**src/rtl/pin_wake_sb.sv**
```systemverilog
`timescale 1ns/1ps
module pin_wake_sb #(
  parameter int NREG    = 16,
  parameter int NWB     = 2,
  parameter int PIN_MAX = 3,
  localparam int TW = $clog2(NREG),
  localparam int PW = $clog2(PIN_MAX + 1),
  localparam int CW = $clog2(PIN_MAX + 2),
  localparam int DW = $clog2(NWB + 1),
  localparam int XW = ((CW > DW) ? CW : DW) + 1
) (
  input  logic              clk,
  input  logic              rst_n,
  input  logic              ren_valid,
  input  logic              ren_alloc,
  input  logic [TW-1:0]     ren_tag,
  input  logic [PW-1:0]     ren_pins,
  input  logic [NWB-1:0]    wb_valid,
  input  logic [NWB*TW-1:0] wb_tag,
  input  logic [NWB-1:0]    wb_gen,
  output logic [NREG-1:0]   ready,
  output logic [NWB-1:0]    wake_valid,
  output logic [NWB*TW-1:0] wake_tag,
  output logic [NWB-1:0]    pin_written,
  output logic              wb_err
);

  logic [CW-1:0]   cnt_q [NREG];
  logic [CW-1:0]   cnt_d [NREG];
  logic [DW-1:0]   dec   [NREG];
  logic [NREG-1:0] gen_q, pin_q, rdy_q, under, done;
  logic [TW-1:0]   tag_p [NWB];
  logic [NWB-1:0]  live;

  always_comb begin
    for (int i = 0; i < NWB; i++) begin
      tag_p[i] = wb_tag[i*TW +: TW];
      live[i]  = wb_valid[i] && (wb_gen[i] == gen_q[tag_p[i]]);
    end
  end

  always_comb begin
    for (int r = 0; r < NREG; r++) begin
      dec[r] = '0;
      for (int i = 0; i < NWB; i++)
        if (live[i] && tag_p[i] == TW'(r)) dec[r] = dec[r] + DW'(1);
      under[r] = XW'(dec[r]) > XW'(cnt_q[r]);
      done[r]  = (dec[r] != '0) && (XW'(dec[r]) == XW'(cnt_q[r]));
      cnt_d[r] = under[r] ? '0 : CW'(XW'(cnt_q[r]) - XW'(dec[r]));
    end
  end

  always_comb begin
    for (int i = 0; i < NWB; i++) begin
      wake_valid[i]  = live[i] && done[tag_p[i]];
      pin_written[i] = live[i] && pin_q[tag_p[i]];
    end
  end

  assign wake_tag = wb_tag;
  assign wb_err   = |under;
  assign ready    = rdy_q;

  always_ff @(posedge clk or negedge rst_n) begin
    if (!rst_n) begin
      for (int r = 0; r < NREG; r++) cnt_q[r] <= '0;
      gen_q <= '0;
      pin_q <= '0;
      rdy_q <= '1;
    end else begin
      for (int r = 0; r < NREG; r++) begin
        if (ren_valid && ren_tag == TW'(r) && ren_alloc) begin
          cnt_q[r] <= CW'(ren_pins) + CW'(1);
          gen_q[r] <= ~gen_q[r];
          pin_q[r] <= |ren_pins;
          rdy_q[r] <= 1'b0;
        end else begin
          if (dec[r] != '0) cnt_q[r] <= cnt_d[r];
          if (done[r]) rdy_q[r] <= 1'b1;
          else if (ren_valid && ren_tag == TW'(r)) rdy_q[r] <= 1'b0;
        end
      end
    end
  end

endmodule

```
**config.mk**
```make
export PLATFORM = sky130hd
export DESIGN_NAME = pin_wake_sb
export DESIGN_NICKNAME = d
export VERILOG_FILES = /design/src/rtl/pin_wake_sb.sv
export SDC_FILE = /design/constraint.sdc
export NUM_CORES = 1
export LEC_CHECK = 0
export ABC_AREA = 1
export BUFFER_PORTS_ARGS = -buffer_cell sky130_fd_sc_hd__buf_2
export CORE_MARGIN = 8
export CORE_UTILIZATION = 55
export DETAILED_ROUTE_END_ITERATION = 8
export PLACE_DENSITY_LB_ADDON = 0.05
export SLEW_MARGIN = 20
export SYNTH_ARGS = -nofsm -noshare
export SYNTH_HDL_FRONTEND = slang
export SYNTH_SLANG_ARGS = --single-unit
export TNS_END_PERCENT = 1
```
**constraint.sdc**
```tcl
create_clock -name clk -period 4.77 [get_ports clk]
set_input_delay 0.7155 -clock clk [delete_from_list [all_inputs] [get_ports clk]]
set_output_delay 0.7155 -clock clk [all_outputs]
set_load 0.02 [all_outputs]
```
==> flow_summary.toml <==
[run_status]
status = "finished clean"

[timing]
slew_violations = 0
fin_crit_sh = 0.936
hold_viol_final = 0
max_slew.worst_pin.slew_ns = 0.970
clock_skew_ns = 0.00875
layout_setup_ws_ns = 0.306
max-slew-margin-rel = 0.354
setup_tns_ns = 0
finalSetupViolations = 0
rsz0062_at_grt = "no"
fmax_mhz = 224
finalCriticalPeriod_ns = 4.46

[synth]
yosysTopAreaCell = "dfrtp_1"
syn_inst = 1037
avgSynthCellArea_um2 = 7.50
synth.cell_area_um2 = 7770
synth_area_leaders = "dfrtp_1 26%, ha_1 11%, nand2_1 11%"
yosysWarnings = 0
synth_top_cell_area_share = 0.257
ys_types = 37
ys_ff_latch = 96
ys_seq_area_frac = 0.312
synth_nets = 1141

[pwr]
switchingPower_uw = 1410
ir_worst_vdd_mv = 0.255
p_int_uw = 2240
leakage_uw = 0.00435
p_comb_frac = 0.375
power_uw = 3660
p_per_area_nw_per_um2 = 421
swShare = 0.387
p_seq_frac = 0.384
clkPwrFrac = 0.241

[placement]
finalWeightedCongestion = 1.04
placed_area_um2 = 8280
dpl.hpwl_mm = 19.0
portBuffers = 50
pre_cts_ws_ns = 0.229

[worst_setup_path]
crit_fanout = 13
crit_type = "in2out"
r2r_start = "gen_q[10]"
worstPathArrival_ns = 3.75
critPathRequiredTime_ns = 4.05
cp-end-kind = "output port"
critPathLaunchType = "input port"
crit_path_start = "wb_tag[0]"

[cts]
cts_hold_buffers = 0
clock_sinks = 96
cts_buffers = 9
clkSlewWorstSetupHoldPaths_ns = 0.07
cts_htree_levels = 3
cts.path.max_buffers = 2
clock_latency_ns = 0.36
cts_tree = "built"
root_buffer = "clkbuf_16"

[drt]
firstDrtPassIters = 5
drc = 0
vias = 7265
drt.antenna.violating_nets = 0
drt-total-wl_mm = 25.2
vias_per_cell = 5.67
drtIter0Drc = 678
wl_per_cell_um = 19.6

[global_route]
antenna_found_initial = 0
grt_pass1_vias = 7115
grt_max_degree = 66
grt_usage = 0.284
grt_pass1_wl_mm = 39.6
grt_overflow = 0

[floorplan]
die_w_um = 135
io_pins = 51
initial_utilization = 0.562
rows = 43
die_h_um = 135
coreArea_um2 = 13800
die_area_um2 = 18200

[final_layout]
nFillCells = 1235
postLayoutCellArea_um2 = 8690
seq_area_um2 = 2420
nets = 1200
syn2layout_area_growth_pct = 11.8
antenna_cells = 0
multi_input_area_um2 = 4580
drive_gt1_frac = 0.143

[job]
max_cap_viol_count = 0

[worst_hold_path]
min_path_type = "in2async"
## cell type report
| class | count | area share |
|---|---|---|
| clock buffers | 10 | 0.0275 |
| clock inverters | 6 | 0.0132 |
| inverters | 163 | 0.0707 |
| multi-input cells | 746 | 0.527 |
| flip-flops and latches | 96 | 0.279 |
| well taps | 180 | 0.0259 |
| repair buffers | 80 | 0.0567 |
## flip-flops by register name (all words and copies together), names as in the netlist
name,flops
pin_q,16
cnt_q,48
gen_q,16
ready,16
## worst paths after layout
kind	endpoint	slack (ns)	depth (start not counted)
hold / removal	cnt_q[12]	0.45	1
max in group asynchronous	ready[8]	3.35	2
hold reg to reg	ready[12]	0.48	2
setup / recovery	wake_valid[0]	0.31	24
min in group clk	ready[12]	0.48	2
setup reg to reg	cnt_q[0]	1.67	18
## power groups by stage
| stage | Clock [uW] | Sequential (uW) | Combinational, uW |
|---|---|---|---|
| 6_report | 881 | 1400 | 1370 |
| 5_1_grt | 919 | 1430 | 1540 |
| 4_1_cts | 888 | 1400 | 1350 |
| 3_5_place_dp | 0 | 1410 | 1350 |
| 3_3_place_gp | 0 | 1400 | 1330 |
| 2_1_floorplan | 0 | 1390 | 897 |
## timing repair
item / 4_1_cts / 5_1_grt
setup endpoints to repair: 0 / 3
setup buffers: 0 / 3
hold endpoints to repair: 0 / 0
resized for setup: 0 / 9
## worst max-delay path, cell delays in order
cell and delay, ns:
clkbuf_4 0.18, inv_4 0.11, nand2_1 0.06, nand2_1 0.06, nand2_1 0.05, nand2_1 0.06
nand2_1 0.04, nand2_1 0.12, nor2_1 0.09, nand2_4 0.07, nand3_4 0.18, buf_4 0.20
nor2_1 0.19, ha_2 0.32, ha_1 0.30, nand3_2 0.14, nand2_1 0.13, nand2_1 0.07
nor2_1 0.12, nand2_1 0.06, nor2_1 0.09, nand2_1 0.06, nor2_1 0.13, buf_2 0.18
## placed cells by master (no fill, tap or decap), types with 8 or more instances in the layout
cell,instances
xor2_1,27
nor2_2,15
buf_2,48
o21ai_0,28
a22oi_1,8
dfrtp_1,80
nand3b_1,32
inv_2,8
buf_4,30
o221ai_1,21
inv_1,152
a21oi_1,19
clkbuf_16,9
nand3_1,51
o22ai_1,8
nand4_1,35
nand2_1,218
ha_1,64
nor2_1,140
o211ai_1,27
dfstp_2,16
fa_1,16
## layer usage
layer / up-vias / GRT usage / share of wire
li1: 3501 / - / -
met3: 57 / 0.0345 / 0.072
met1: 3430 / 0.389 / 0.44
met5: - / 0 / 0
met4: 0 / 0.147 / 0.043
met2: 277 / 0.431 / 0.45
## kinds of logic after synthesis
kind of cell / after synthesis / synth area share
AO/OA/AOI/OAI: 118 / 0.103
XOR/XNOR: 32 / 0.0360
adder cells (fa/ha/maj): 82 / 0.147
buffers and inverters: 195 / 0.103
flip-flops: 96 / 0.312
AND/OR/NAND/NOR: 514 / 0.299
## metrics by stage
| stage | std cells | hold slack [ns] | util |
|---|---|---|---|
| after detailed placement | 1262 | 0.472 | 0.599 |
| after global routing | 1281 | 0.499 | 0.629 |
| after CTS | 1278 | 0.482 | 0.625 |
| final | 1281 | 0.447 | 0.629 |
| after global placement | 1262 | 0.463 | 0.599 |
| after floorplan | 1037 | 0.420 | - |
## cells in the mapped netlist
library cell	instances
inv_1	152
o221ai_1	21
buf_4	9
fa_1	16
clkbuf_1	10
o211ai_1	27
o22ai_1	8
dfrtp_1	80
xor2_1	27
buf_6	3
dfstp_2	16
xnor2_1	5
a21oi_1	19
nand2_2	2
nor3_2	1
a22oi_1	8
ha_1	66
nor4_1	4
nand3b_1	32
o21ai_1	1
o21bai_4	2
nand4_1	35
nand3_1	55
nor2_2	14
buf_1	2
clkinv_1	2
nand2_1	218
inv_2	9
buf_2	8
nand3_4	2
nor3_1	1
and2_0	1
o21ai_0	28
nor2_1	141
nand2_4	2
a211oi_1	4
or2_2	6
Note: power is estimated with default switching activity, not from simulation.
